==> config.mk <==
export PLATFORM = sky130hd
export DESIGN_NAME = gpio_irq_ctrl
export DESIGN_NICKNAME = d
export VERILOG_FILES = /design/src/rtl/gic_pkg.sv /design/src/rtl/gic_ctrl.sv /design/src/rtl/gic_datapath.sv /design/src/rtl/gpio_irq_ctrl.sv
export SDC_FILE = /design/constraint.sdc
export NUM_CORES = 1
export LEC_CHECK = 0
export BUFFER_PORTS_ARGS = -buffer_cell sky130_fd_sc_hd__buf_2
export CAP_MARGIN = 20
export CORE_MARGIN = 2
export CORE_UTILIZATION = 60
export DETAILED_ROUTE_END_ITERATION = 10
export PLACE_DENSITY = 0.8
export SYNTH_ARGS = -nofsm -noshare
export SYNTH_HDL_FRONTEND = slang
export SYNTH_SLANG_ARGS = --single-unit
==> constraint.sdc <==
create_clock -name clk -period 1.9 [get_ports clk]
set_input_delay 0.095 -clock clk [delete_from_list [all_inputs] [get_ports clk]]
set_output_delay 0.095 -clock clk [all_outputs]
set_load 0.1 [all_outputs]
==> src/rtl/gic_pkg.sv <==
package gic_pkg;

  localparam int GRP_IDX_W = 8;

  typedef enum logic [2:0] {
    TRIG_LOW  = 3'd0,
    TRIG_HIGH = 3'd1,
    TRIG_FALL = 3'd2,
    TRIG_RISE = 3'd3,
    TRIG_BOTH = 3'd4
  } trig_e;

  typedef enum logic [1:0] {
    BANK_NONE = 2'd0,
    BANK_CFG  = 2'd1,
    BANK_MASK = 2'd2,
    BANK_PEND = 2'd3
  } bank_e;

  // Strobes from the control module to the datapath.
  typedef struct packed {
    logic                 cfgWr;
    logic                 maskWr;
    logic                 pendWr;
    logic                 rdEn;
    bank_e                rdBank;
    logic [GRP_IDX_W-1:0] group;
    logic                 detectEn;
  } strobe_t;

  // Trigger decision for one pin from its code, current and previous sample.
  function automatic logic trig_hit(input logic [2:0] code, input logic cur,
                                    input logic prev);
    logic hit;
    case (code)
      TRIG_LOW:  hit = !cur;
      TRIG_HIGH: hit = cur;
      TRIG_FALL: hit = prev && !cur;
      TRIG_RISE: hit = !prev && cur;
      TRIG_BOTH: hit = prev ^ cur;
      default:   hit = 1'b0;
    endcase
    return hit;
  endfunction

endpackage

==> src/rtl/gic_ctrl.sv <==
module gic_ctrl
  import gic_pkg::*;
#(
  parameter int              ADDR_W      = 12,
  parameter int              NUM_GROUPS  = 4,
  parameter logic [ADDR_W-1:0] CFG_BASE  = 12'h700,
  parameter logic [ADDR_W-1:0] MASK_BASE = 12'h900,
  parameter logic [ADDR_W-1:0] PEND_BASE = 12'hA00,
  parameter int              WARM_CYCLES = 3
) (
  input  logic              clk,
  input  logic              rst_n,
  input  logic [ADDR_W-1:0] regAddr,
  input  logic              regWe,
  input  logic              regRe,
  output strobe_t           strb
);

  localparam int NUM_BANKS = 3;
  localparam int SPAN      = NUM_GROUPS * 4;
  localparam int WARM_W    = $clog2(WARM_CYCLES + 1);
  localparam logic [ADDR_W-1:0] BANK_BASE [NUM_BANKS] = '{CFG_BASE, MASK_BASE, PEND_BASE};

  logic [NUM_BANKS-1:0] bankHit;
  logic [ADDR_W-1:0]    bankOff [NUM_BANKS];

  // One decoder per bank: aligned, inside the group span.
  for (genvar b = 0; b < NUM_BANKS; b++) begin : g_bank
    assign bankOff[b] = regAddr - BANK_BASE[b];
    assign bankHit[b] = (regAddr >= BANK_BASE[b]) &&
                        (bankOff[b] < ADDR_W'(SPAN)) &&
                        (bankOff[b][1:0] == 2'b00);
  end

  bank_e                selBank;
  logic [ADDR_W-1:0]    selOff;

  always_comb begin
    selBank = BANK_NONE;
    selOff  = '0;
    if (bankHit[0]) begin
      selBank = BANK_CFG;
      selOff  = bankOff[0];
    end else if (bankHit[1]) begin
      selBank = BANK_MASK;
      selOff  = bankOff[1];
    end else if (bankHit[2]) begin
      selBank = BANK_PEND;
      selOff  = bankOff[2];
    end
  end

  // Hold off detection until the synchronizer and history flops are filled.
  logic [WARM_W-1:0] warmCnt;

  always_ff @(posedge clk or negedge rst_n) begin
    if (!rst_n) begin
      warmCnt <= '0;
    end else if (warmCnt != WARM_W'(WARM_CYCLES)) begin
      warmCnt <= warmCnt + 1'b1;
    end
  end

  always_comb begin
    strb          = '0;
    strb.cfgWr    = regWe && (selBank == BANK_CFG);
    strb.maskWr   = regWe && (selBank == BANK_MASK);
    strb.pendWr   = regWe && (selBank == BANK_PEND);
    strb.rdEn     = regRe;
    strb.rdBank   = selBank;
    strb.group    = GRP_IDX_W'(selOff >> 2);
    strb.detectEn = (warmCnt == WARM_W'(WARM_CYCLES));
  end

  // a single write reaches at most one bank.
  p_one_bank_r2 : assert property (@(posedge clk) disable iff (!rst_n)
    $onehot0({strb.cfgWr, strb.maskWr, strb.pendWr}));

  // detection stays off in the first cycle after reset.
  p_warm_after_reset_r8 : assert property (@(posedge clk) disable iff (!rst_n)
    !$past(rst_n) |-> !strb.detectEn);

endmodule

==> src/rtl/gic_datapath.sv <==
module gic_datapath
  import gic_pkg::*;
#(
  parameter int NUM_GROUPS = 4,
  parameter int PINS       = 8,
  parameter int DATA_W     = 32
) (
  input  logic                       clk,
  input  logic                       rst_n,
  input  logic [NUM_GROUPS*PINS-1:0] pinIn,
  input  strobe_t                    strb,
  input  logic [DATA_W-1:0]          regWdata,
  output logic [DATA_W-1:0]          regRdata,
  output logic                       irqOut
);

  localparam int NPIN = NUM_GROUPS * PINS;

  function automatic logic [DATA_W-1:0] cfgKeepMask();
    logic [DATA_W-1:0] m;
    m = '0;
    for (int i = 0; i < PINS; i++) m[4*i +: 3] = 3'b111;
    return m;
  endfunction

  localparam logic [DATA_W-1:0] CFG_KEEP = cfgKeepMask();

  // Input synchronizer and one-cycle history.
  logic [NPIN-1:0] syncA, syncB, prevB;

  always_ff @(posedge clk or negedge rst_n) begin
    if (!rst_n) begin
      syncA <= '0;
      syncB <= '0;
      prevB <= '0;
    end else begin
      syncA <= pinIn;
      syncB <= syncA;
      prevB <= syncB;
    end
  end

  logic [NPIN-1:0]            trigHit, pendFlat, maskFlat, clrFlat;
  logic [NUM_GROUPS*DATA_W-1:0] cfgFlat;

  for (genvar g = 0; g < NUM_GROUPS; g++) begin : g_grp
    logic              selThis;
    logic [DATA_W-1:0] cfgR;
    logic [PINS-1:0]   maskR, pendR, clrVec, setVec;

    assign selThis = (strb.group == GRP_IDX_W'(g));
    assign clrVec  = (strb.pendWr && selThis) ? regWdata[PINS-1:0] : '0;
    assign setVec  = strb.detectEn ? trigHit[g*PINS +: PINS] : '0;

    always_ff @(posedge clk or negedge rst_n) begin
      if (!rst_n) begin
        cfgR <= '0;
      end else if (strb.cfgWr && selThis) begin
        cfgR <= regWdata & CFG_KEEP;
      end
    end

    always_ff @(posedge clk or negedge rst_n) begin
      if (!rst_n) begin
        maskR <= '1;
      end else if (strb.maskWr && selThis) begin
        maskR <= regWdata[PINS-1:0];
      end
    end

    // Set wins over a same-cycle acknowledge.
    always_ff @(posedge clk or negedge rst_n) begin
      if (!rst_n) begin
        pendR <= '0;
      end else begin
        pendR <= (pendR & ~clrVec) | setVec;
      end
    end

    for (genvar i = 0; i < PINS; i++) begin : g_pin
      localparam int P = g * PINS + i;
      assign trigHit[P] = trig_hit(cfgR[4*i +: 3], syncB[P], prevB[P]);

      // a trigger seen with detection on always leaves the bit set.
      p_set_wins_r4 : assert property (@(posedge clk) disable iff (!rst_n)
        (strb.detectEn && trigHit[P]) |=> pendFlat[P]);
    end

    assign pendFlat[g*PINS +: PINS]     = pendR;
    assign maskFlat[g*PINS +: PINS]     = maskR;
    assign clrFlat[g*PINS +: PINS]      = clrVec;
    assign cfgFlat[g*DATA_W +: DATA_W]  = cfgR;
  end

  // Read mux and registered read data.
  logic [DATA_W-1:0] rdVal;

  always_comb begin
    rdVal = '0;
    for (int g = 0; g < NUM_GROUPS; g++) begin
      if (strb.group == GRP_IDX_W'(g)) begin
        case (strb.rdBank)
          BANK_CFG:  rdVal = cfgFlat[g*DATA_W +: DATA_W];
          BANK_MASK: rdVal = DATA_W'(maskFlat[g*PINS +: PINS]);
          BANK_PEND: rdVal = DATA_W'(pendFlat[g*PINS +: PINS]);
          default:   rdVal = '0;
        endcase
      end
    end
  end

  always_ff @(posedge clk or negedge rst_n) begin
    if (!rst_n) begin
      regRdata <= '0;
    end else begin
      regRdata <= strb.rdEn ? rdVal : '0;
    end
  end

  assign irqOut = |(pendFlat & ~maskFlat);

  // a pending bit only drops through an acknowledge.
  p_pend_sticky_r3 : assert property (@(posedge clk) disable iff (!rst_n)
    &(~($past(pendFlat) & ~$past(clrFlat)) | pendFlat));

  // no new pending bit while detection is held off.
  p_quiet_warmup_r8 : assert property (@(posedge clk) disable iff (!rst_n)
    !strb.detectEn |=> ((pendFlat & ~$past(pendFlat)) == '0));

  // a read outside the map returns zero.
  p_unused_read_r10 : assert property (@(posedge clk) disable iff (!rst_n)
    (strb.rdEn && strb.rdBank == BANK_NONE) |=> (regRdata == '0));

  // the request needs at least one pending bit.
  p_irq_needs_pend_r7 : assert property (@(posedge clk) disable iff (!rst_n)
    irqOut |-> (|pendFlat));

endmodule

==> src/rtl/gpio_irq_ctrl.sv <==
module gpio_irq_ctrl
  import gic_pkg::*;
#(
  parameter int NUM_GROUPS     = 4,
  parameter int PINS_PER_GROUP = 8,
  parameter int ADDR_W         = 12,
  parameter int DATA_W         = 32
) (
  input  logic                                 clk,
  input  logic                                 rst_n,
  input  logic [NUM_GROUPS*PINS_PER_GROUP-1:0] pinIn,
  input  logic [ADDR_W-1:0]                    regAddr,
  input  logic [DATA_W-1:0]                    regWdata,
  input  logic                                 regWe,
  input  logic                                 regRe,
  output logic [DATA_W-1:0]                    regRdata,
  output logic                                 irqOut
);

  strobe_t strb;

  gic_ctrl #(
    .ADDR_W     (ADDR_W),
    .NUM_GROUPS (NUM_GROUPS),
    .CFG_BASE   (ADDR_W'(12'h700)),
    .MASK_BASE  (ADDR_W'(12'h900)),
    .PEND_BASE  (ADDR_W'(12'hA00)),
    .WARM_CYCLES(3)
  ) u_ctrl (
    .clk    (clk),
    .rst_n  (rst_n),
    .regAddr(regAddr),
    .regWe  (regWe),
    .regRe  (regRe),
    .strb   (strb)
  );

  gic_datapath #(
    .NUM_GROUPS(NUM_GROUPS),
    .PINS      (PINS_PER_GROUP),
    .DATA_W    (DATA_W)
  ) u_dp (
    .clk     (clk),
    .rst_n   (rst_n),
    .pinIn   (pinIn),
    .strb    (strb),
    .regWdata(regWdata),
    .regRdata(regRdata),
    .irqOut  (irqOut)
  );

endmodule

==> impl_metrics.toml, run 1 <==
[placement]
dp_hpwl_um = 25100
gp_congestion = 0.969
io_buffers = 100

[die]
die_h_um = 153
coreArea_sq_mm = 0.0219
fp-row-count = 54
die_w_um = 153
ios = 113
initial_core_util_pct = 61.2
die-area_sq_mm = 0.0235

[logic_synthesis]
synth-seq-cells = 284
synth_top_area_share_pct = 47.1
synth.distinct_cells = 57
async_flop_share_pct = 100
synth_area_per_cell_sq_um = 11.6
ys_warn_count = 0
synth-edff-count = 0
synthTopCellsByArea = "dfrtp_1, mux2_2, ha_1"
netlist_instances = 1151
synth_top_area_cell = "dfrtp_1"
synthFlopType = "dfrtp_1"
syn_area_sq_mm = 0.0134
synth-seq-area-share_pct = 53.4

[sta]
drv_slew = 0
slew_headroom_pct = 61.9
skew_ns = 0.0189
final_hold_viol_count = 0
hold_ws_ns = 0.0368
worst_slack_ns = -0.180
final.period_utilization_pct = 109
fin_tns_setup_ns = -0.811
fmax_ghz = 0.481
setup_viol = 20
fin_crit_ns = 2.08
rsz0062_at_grt = "yes"
tightest_slew_ns = 0.572

[global_route]
grt_max_degree = 68
gr-usage-all-layers_pct = 32.1
grt_pass1_vias = 11100
gr-total-overflow = 0
antenna_found_initial = 0
grt_pass1_wl_um = 60100

[detailed_routing]
vias = 10700
drt-initial-drc-count = 856
antenna_left = 0
wire_per_inst_um = 21.7
first_pass_iters = 5
wirelength_um = 37600
vias_per_cell = 6.19
drcViolationCount = 0

[clocking]
cts_buffers = 29
root_buffer = "clkbuf_16"
insertion_delay_ns = 0.55
cts_buffer_depth = 3
clkSinkCount = 284
cts_tree = "built"
cts_htree_levels = 1
clk_pin_slew_ns = 0.06

[pwr]
pwr-share-seq_pct = 46.7
switchingPower_mw = 3.01
power_density_mw_per_mm2 = 754
power_leakage_nw = 8.43
p_clk_share_pct = 46.4
ir_drop_uv = 914
comb_power_share_pct = 6.9
finalPower_mw = 13.3
internal_power_mw = 10.3
switching_share_pct = 22.6

[worst_setup_path]
reg2regPathDepth = 7
rrSetupSlack_ns = 0.22
cp-start-kind = "flop"
cp.required_ns = 1.80
worstPathArrival_ns = 1.99
crit_family = "simple AND/OR/NAND/NOR gates"
criticalPathCategory = "flop to output pin"
path_cells = "o22ai_2, nor4_2, and3_4, nand3_4, buf_12"
timing.rr.end = "u_dp.g_grp[2].pendR[2]"
worst-path-buf-inv = 1
regToRegStartpoint = "u_dp.syncB[18]"
critPathCaptureType = "output pin"
crit_fanout = 2
cp_slowest_cell = "dfstp_2"
cpPeakStageDelay_ns = 0.55

[finish]
final_core_util_pct = 80.7
final_cell_mix = "dfrtp_1, inv_1, buf_2"
drive_gt1_share_pct = 35.6
area_delta_synth_final_pct = 32.0
nNetsFinal = 1581
nFillCells = 1261
regArea_sq_mm = 0.00715
n_antenna_cell = 0
multi_input_area_sq_mm = 0.00621
final_common_cell = "dfrtp_1"

[hold_path]
holdPathEnd = "u_dp.g_grp[2].pendR[6]"
hold_depth = 3
min_path_type = "input port to flop"
hold_start = "regWdata[6]"

[run_status]
violations = "setup timing"
outcome = "complete, but fails checks"

[job]
cap_viol_max_count = 0
## through the flow
step	setup WS, ns	cell area (sq um)	instances
after floorplan	-0.487	13700	1156
after global placement	-0.790	15500	1603
after detailed placement	-0.744	15500	1603
after CTS	-0.181	17300	1723
after global routing	-0.238	17700	1731
final	-0.180	17700	1731
## cells in the mapped netlist, drive strengths merged, types with 3 or more instances
cell type / count
dfrtp: 252
mux2: 129
inv: 112
o21ai: 79
ha: 73
nand2: 62
nor2: 51
a22oi: 37
a21oi: 33
clkbuf: 32
dfstp: 32
a32o: 24
a211o: 23
a211oi: 23
mux2i: 23
nor3: 22
a221oi: 18
buf: 18
o211ai: 16
o22ai: 14
nand3: 12
a22o: 9
a31oi: 7
nor4: 7
nand4: 6
and2: 5
a221o: 4
and3: 3
## area by class of cell
class	count	area share (%)
sequential	284	40.4
clock buffer	39	4.54
multi-input combinational	710	35.1
clock inverter	15	1.34
tap	280	1.98
inverter	112	2.43
timing repair buffer	291	14.1
## worst max-delay path by stage
stage / start / end / slack (ns) / cells past startpoint
after floorplan: regAddr[8] / u_dp.g_grp[2].maskR[0] / -0.49 / 10
after global placement: regAddr[9] / u_dp.g_grp[0].pendR[2] / -0.79 / 13
after detailed placement: regAddr[9] / u_dp.g_grp[0].pendR[0] / -0.74 / 13
after CTS: u_dp.g_grp[2].maskR[0] / irqOut / -0.18 / 5
after global routing: u_dp.g_grp[3].maskR[7] / irqOut / -0.24 / 5
final: u_dp.g_grp[3].maskR[7] / irqOut / -0.18 / 5
## tightest hold or removal path, stage by stage
cell and delay (ns):
buf_2 0.22, nand2_1 0.11, a22o_1 0.11
## metal layers
metal | global-route usage, % | part of all wire (%) | vias up
li1 | - | - | 4732
met1 | 42.2 | 40 | 5406
met2 | 53.7 | 49 | 481
met3 | 6.61 | 7.9 | 99
met4 | 11.0 | 2.8 | 0
met5 | 0 | 0 | -
## power by group through the flow
stage	combinational (mW)	sequential (mW)	clock, mW
after floorplan	0.367	6.31	0
after CTS	0.878	6.22	6.24
final	0.924	6.23	6.18
after detailed placement	0.765	6.33	0
after global routing	1.02	6.23	6.52
after global placement	0.730	6.32	0
## registers in the layout, indices dropped and copies added (netlist names)
signal,count
u_dp.syncA,32
u_dp.prevB,32
u_ctrl.warmCnt,2
u_dp.syncB,32
u_dp.g_grp.maskR,32
u_dp.g_grp.pendR,32
u_dp.g_grp.cfgR,96
u_dp.regRdata,26
## repair_timing
action | in CTS | in global routing
gates resized for setup | 29 | 71
pin swaps | 13 | 29
setup buffers | 8 | 11
hold endpoints to repair | 398 | 0
hold buffers | 58 | 0
endpoints found under the setup margin | 126 | 112
## logic make-up (layout without fill, tap and decap cells)
kind of cell             Yosys count  in the layout  share of synthesized area (%)
AND/OR/NAND/NOR                  175            175                           6.44
multiplexers                     152            152                           12.6
AO/OA/AOI/OAI                    300            300                           15.6
other                              1              6                         0.0280
adder cells (fa/ha/maj)           73             73                           6.82
XOR/XNOR                           4              4                          0.262
flip-flops                       284            284                           53.4
buffers and inverters            162            457                           4.87
Power figures use the tool's default switching activity.
==> run 2: changes to the inputs <==
--- a/config.mk
+++ b/config.mk
@@ -5,6 +5,7 @@
 export SDC_FILE = /design/constraint.sdc
 export NUM_CORES = 1
 export LEC_CHECK = 0
+export ABC_AREA = 1
 export BUFFER_PORTS_ARGS = -buffer_cell sky130_fd_sc_hd__buf_2
 export CAP_MARGIN = 20
 export CORE_MARGIN = 2
==> run 2 against run 1 <==
Compared with the run above:
- the run still ends with setup timing left
- setup slack lost 0.16 ns
- clock skew up 0.0013 ns
- routed wire length up 2.2%
- final area shrank 0.72%
- final cell count increased by 31%
- worst hold slack lost 0.032 ns
- via count increased by 18%
- critical path type unchanged
- largest cell class unchanged
==> impl_metrics.toml, run 2 <==
[worst_setup_path]
worstSetupStartpoint = "u_dp.g_grp[2].maskR[3]"
critPathCaptureType = "output pin"
timing.rr.end = "u_dp.g_grp[1].pendR[7]"
rrSetupSlack_ns = 0.34
cp-start-kind = "flop"
regToRegStartpoint = "u_dp.syncB[15]"
criticalPathCategory = "flop to output pin"
worstPathArrival_ns = 2.15
cp.required_ns = 1.80
reg2regPathDepth = 9
crit_fanout = 3
crit_end = "irqOut"

[run_status]
violations = "setup timing"
outcome = "complete, but fails checks"

[detailed_routing]
first_pass_iters = 7
vias_per_cell = 5.55
wirelength_um = 38400
drt-initial-drc-count = 1192
antenna_left = 0
wire_per_inst_um = 16.9
drcViolationCount = 0
vias = 12600

[logic_synthesis]
yosys-top-cells-count = "nand2_1, inv_1, dfrtp_1"
synthTopCellsByArea = "dfrtp_1, nand2_1, inv_1"
synth_top_area_share_pct = 44.0
syn_area_sq_mm = 0.0143
synth-seq-area-share_pct = 49.8
synthXorXnorAreaFrac_pct = 0.611
synth_top_area_cell = "dfrtp_1"
ys_warn_count = 0
synth_most_common_cell = "nand2_1"
synthFlopType = "dfrtp_1"
async_flop_share_pct = 100
synth-edff-count = 0
synthSimpleGateAreaFrac_pct = 17.7
synthMuxAreaShare_pct = 0.0785
synth-seq-cells = 284
netlist_instances = 1718
synth_area_per_cell_sq_um = 8.35
synth_compound_area_share_pct = 15.0
synthAdderAreaFrac_pct = 6.37
synth_top_family_by_area = "simple AND/OR/NAND/NOR gates"
synth.distinct_cells = 43

[pwr]
power_leakage_nw = 8.65
power_density_mw_per_mm2 = 755
ir_drop_uv = 772

[finish]
nFillCells = 1632
top_register = "u_dp.g_grp.cfgR"
fin_cells = 2276
area_delta_synth_final_pct = 22.4
n_antenna_cell = 0
nNetsFinal = 2088
drive_gt1_share_pct = 16.7
largest_reg_flops = 96
final_cell_mix = "nand2_1, inv_1, dfrtp_1"
final_common_cell = "nand2_1"

[sta]
fin_crit_ns = 2.24
fmax_ghz = 0.446
skew_ns = 0.0202
drv_slew = 0
slew_headroom_pct = 56.3
rsz0062_at_grt = "yes"
setup_viol = 1
worst_slack_ns = -0.345
final_hold_viol_count = 0
tightest_slew_ns = 0.647
final.period_utilization_pct = 118

[clocking]
clk_pin_slew_ns = 0.06
clkSinkCount = 284
root_buffer = "clkbuf_16"
insertion_delay_ns = 0.55
cts_buffer_depth = 3
cts_htree_levels = 1
cts_tree = "built"
cts_buffers = 29

[global_route]
antenna_found_initial = 0
grt_max_degree = 83
grt_pass1_vias = 12500
gr-total-overflow = 0
gr-usage-all-layers_pct = 31.3
grt_pass1_wl_um = 61700

[hold_path]
min_path_type = "input port to asynchronous set/reset pin"

[die]
die_w_um = 159
initial_core_util_pct = 61.1
ios = 113
fp-row-count = 56
coreArea_sq_mm = 0.0235
die_h_um = 159
die-area_sq_mm = 0.0252

[job]
cap_viol_max_count = 0

[placement]
dp_slack_ns = -0.744
gp_congestion = 0.923
io_buffers = 100
dp_hpwl_um = 25400
placed_cells = 2154
[run 2: power breakdown]
| part | internal [mW] | switching (mW) |
|---|---|---|
| clock | 3.76 | 2.39 |
| combinational | 0.324 | 0.525 |
| sequential | 6.17 | 0.0815 |
[run 2: how the worst min path moves through the flow]
stage | cells past startpoint | endpoint | from | slack (ns)
floorplan | 0 | u_ctrl.warmCnt[0] | rst_n | -0.20
global placement | 1 | u_dp.g_grp[1].cfgR[4] | rst_n | -0.02
detailed placement | 1 | u_dp.syncA[0] | rst_n | -0.03
CTS | 2 | u_dp.g_grp[1].pendR[2] | rst_n | 0.001
global route | 2 | u_dp.g_grp[0].cfgR[2] | rst_n | 0.02
finish | 2 | u_dp.regRdata[3] | rst_n | 0.005
[run 2: final cells by class]
class	count	area, sq um	area share [%]
Tap cell	319	399	2.27
Inverter	291	1090	6.24
Timing Repair Buffer	255	2010	11.5
Clock buffer	41	841	4.79
Clock inverter	12	200	1.14
Multi-Input combinational cell	1074	5860	33.4
Sequential cell	284	7150	40.7
[run 2: kinds of logic (layout without fill, tap and decap cells)]
| kind of cell | Yosys count | count (layout) |
|---|---|---|
| other | 1 | 6 |
| AOI/OAI and AO/OA | 376 | 376 |
| muxes | 1 | 1 |
| and+or+nand+nor | 608 | 608 |
| buffers and inverters | 365 | 599 |
| adders and majority gates | 73 | 73 |
| xor gates and xnor gates | 10 | 10 |
| DFF | 284 | 284 |
[run 2: layer usage]
metal	track usage [%]	wire, um	up-vias
met4	14.8	1690	0
met1	40.2	15200	5980
li1	-	-	5955
met5	0	0	-
met2	51.7	18500	583
met3	5.63	3040	125
[run 2: per-stage QoR]
step                power, mW  hold slack [ns]  TNS [ns]  cell area, sq um  utilization, %
finish                   13.2          0.00514    -0.345             17500            74.8
global route             13.7           0.0201    -0.422             17500            74.8
CTS                      13.3         0.000993    -0.363             17400            74.3
detailed placement       7.09          -0.0280    -62.34             15700            67.0
global placement         7.05          -0.0247    -47.77             15700            67.0
floorplan                6.70           -0.201     -1.33             14400               -
[run 2: worst max-delay path: stages (launching register included)]
cell      delay, ns
dfstp_2        0.56
o22ai_2        0.08
a221oi_2       0.21
o211ai_1       0.14
or3_4          0.42
buf_12         0.18
[run 2: repair_timing]
| item | 4_1_cts | 5_1_grt |
|---|---|---|
| hold endpoints to repair | 371 | 0 |
| buffers inserted | 6 | 4 |
| endpoints found under the setup margin | 19 | 70 |
| hold buffers | 59 | 0 |
| resized for setup | 11 | 30 |
| pin swaps | 6 | 9 |
==> run 3: changes to the inputs <==
==> constraint.sdc (replaced) <==
create_clock -name clk -period 2.3 [get_ports clk]
set_input_delay 0.115 -clock clk [delete_from_list [all_inputs] [get_ports clk]]
set_output_delay 0.115 -clock clk [all_outputs]
set_load 0.1 [all_outputs]
==> run 3 against run 2 <==
Compared with the run above:
- the run now ends clean
- global-route usage decreased by 0.87 points
- core utilization is 2.0 points lower
- die area did not move
- clock power shrank 23%
- non-clock buffer count fell by 41
- clock skew down 0.0051 ns
- via count decreased by 1.3%
- sequential cell count unchanged
- count of clock-buffer cells in the layout rose by 10
- routed wire length shrank 3.1%
- worst hold slack better by 0.069 ns
- sequential power fell by 17%
==> impl_metrics.toml, run 3 (synthesis results as in run 2) <==
[detailed_routing]
vias = 12500
wirelength_um = 37200
wire_per_inst_um = 16.6
antenna_left = 0
first_pass_iters = 6
drcViolationCount = 0
drt-initial-drc-count = 1126
vias_per_cell = 5.57

[sta]
setup_viol = 0
worst_slack_ns = 0.0408
rsz0062_at_grt = "yes"
slew_headroom_pct = 48.3
fin_crit_ns = 2.26
drv_slew = 0
fmax_ghz = 0.443
final_hold_viol_count = 0
hold_ws_ns = 0.0737
final.period_utilization_pct = 98.2
skew_ns = 0.0151
tightest_slew_ns = 0.765

[hold_path]
min_path_type = "input port to flop"

[finish]
area_delta_synth_final_pct = 19.1
nFillCells = 1711
top_register = "u_dp.g_grp.cfgR"
n_antenna_cell = 0
largest_reg_flops = 96
final_common_cell = "nand2_1"
final_cell_mix = "nand2_1, inv_1, dfrtp_1"
final_area_sq_mm = 0.0171
drive_gt1_share_pct = 13.8
nNetsFinal = 2048

[worst_setup_path]
cp_slowest_cell = "dfstp_2"
worstPathArrival_ns = 2.14
crit_fanout = 3
path_cells = "inv_1, a221oi_2, o211ai_1, or3_4, buf_12"
cp.required_ns = 2.18
cpPeakStageDelay_ns = 0.55
crit_family = "flip-flops"
critPathCaptureType = "output pin"
worst-path-buf-inv = 2
cp-start-kind = "flop"
criticalPathCategory = "flop to output pin"

[die]
fp-row-count = 56
die_h_um = 159
initial_core_util_pct = 61.1
coreArea_sq_mm = 0.0235
die_w_um = 159
ios = 113
die-area_sq_mm = 0.0252

[placement]
dp_hpwl_um = 25100
place_area_sq_mm = 0.0154
gp_congestion = 0.910
io_buffers = 100
dp_slack_ns = -0.0557

[global_route]
gr-total-overflow = 0
antenna_found_initial = 1
gr-usage-all-layers_pct = 30.4
grt_max_degree = 59
grt_pass1_wl_um = 60000
grt_pass1_vias = 12100

[run_status]
outcome = "complete, no violations"

[clocking]
cts_tree = "built"
cts_htree_levels = 1
cts_buffer_depth = 3
root_buffer = "clkbuf_16"
clk_pin_slew_ns = 0.06
clkSinkCount = 284
insertion_delay_ns = 0.56
cts_buffers = 30

[pwr]
ir_drop_uv = 786
power_density_mw_per_mm2 = 619
power_leakage_nw = 8.37

[job]
cap_viol_max_count = 0
## run 3: changes by cell type in the layout (fill, tap and decap cells not counted), sizes merged
| cell | change |
|---|---|
| clkbuf | +10 |
| dlygate4sd3 | -1 |
| inv | -2 |
| bufinv | -4 |
| clkinvlp | +1 |
| buf | -40 |
| clkinv | -2 |
## run 3: timing repair
action | CTS | global route
buffers inserted | 5 | 2
setup endpoints to repair | 1 | 1
pin swaps | 5 | 6
hold buffers | 58 | 0
endpoints found under the hold margin | 377 | 0
gates resized for setup | 10 | 4
## run 3: where the power goes
part           total, mW  switching, mW  leakage [nW]  internal, mW
logic              0.670          0.422          4.58         0.247
registers           5.16         0.0655          3.32          5.10
clock network       4.74           1.95         0.468          2.78
total               10.6           2.44          8.37          8.13
## run 3: path summary, 6_finish.rpt
kind | end | startpoint | cells past startpoint | slack [ns]
worst max-delay path | irqOut | u_dp.g_grp[2].maskR[1] | 5 | 0.04
worst min-delay path | u_dp.g_grp[1].maskR[3] | regWdata[3] | 3 | 0.07
worst max register to register | u_dp.g_grp[3].pendR[3] | u_ctrl.warmCnt[0] | 4 | 0.66
worst min register to register | u_dp.syncB[29] | u_dp.syncA[29] | 0 | 0.34
max in group asynchronous | u_dp.g_grp[3].maskR[7] | rst_n | 3 | 1.46
min in group asynchronous | u_dp.syncB[1] | rst_n | 2 | 0.09
## run 3: routing by layer
metal	track usage, %	wire (um)	part of all wire, %
met1	39.9	15000	40
met2	52.0	18200	49
met3	4.76	2910	7.8
met4	10.0	1050	2.8
met5	0	0	0
## run 3: area by class of cell
class | instances | area (sq um) | area share (%)
clock buffer | 51 | 911 | 5.33
clock inverter | 5 | 52.6 | 0.308
inverter | 291 | 1090 | 6.39
multi-input combinational | 1074 | 5770 | 33.8
sequential | 284 | 7150 | 41.8
tap | 319 | 399 | 2.34
timing repair buffer | 214 | 1710 | 10.0
## run 3: stage by stage
step,total power [mW],utilization (%),setup TNS [ns],std cells
4_1_cts,10.6,72.7,0,2236
2_1_floorplan,5.53,-,0,1723
6_report,10.6,72.8,0,2238
5_1_grt,10.9,72.8,-0.0117,2238
3_3_place_gp,5.80,65.8,0,2117
3_5_place_dp,5.83,65.8,-0.342,2117
## run 3: worst register-to-register path, stage by stage (launching register included)
cell and delay [ns]:
dfrtp_1 0.37, ha_1 0.64, buf_4 0.34, nand2_1 0.12, nand2_1 0.11
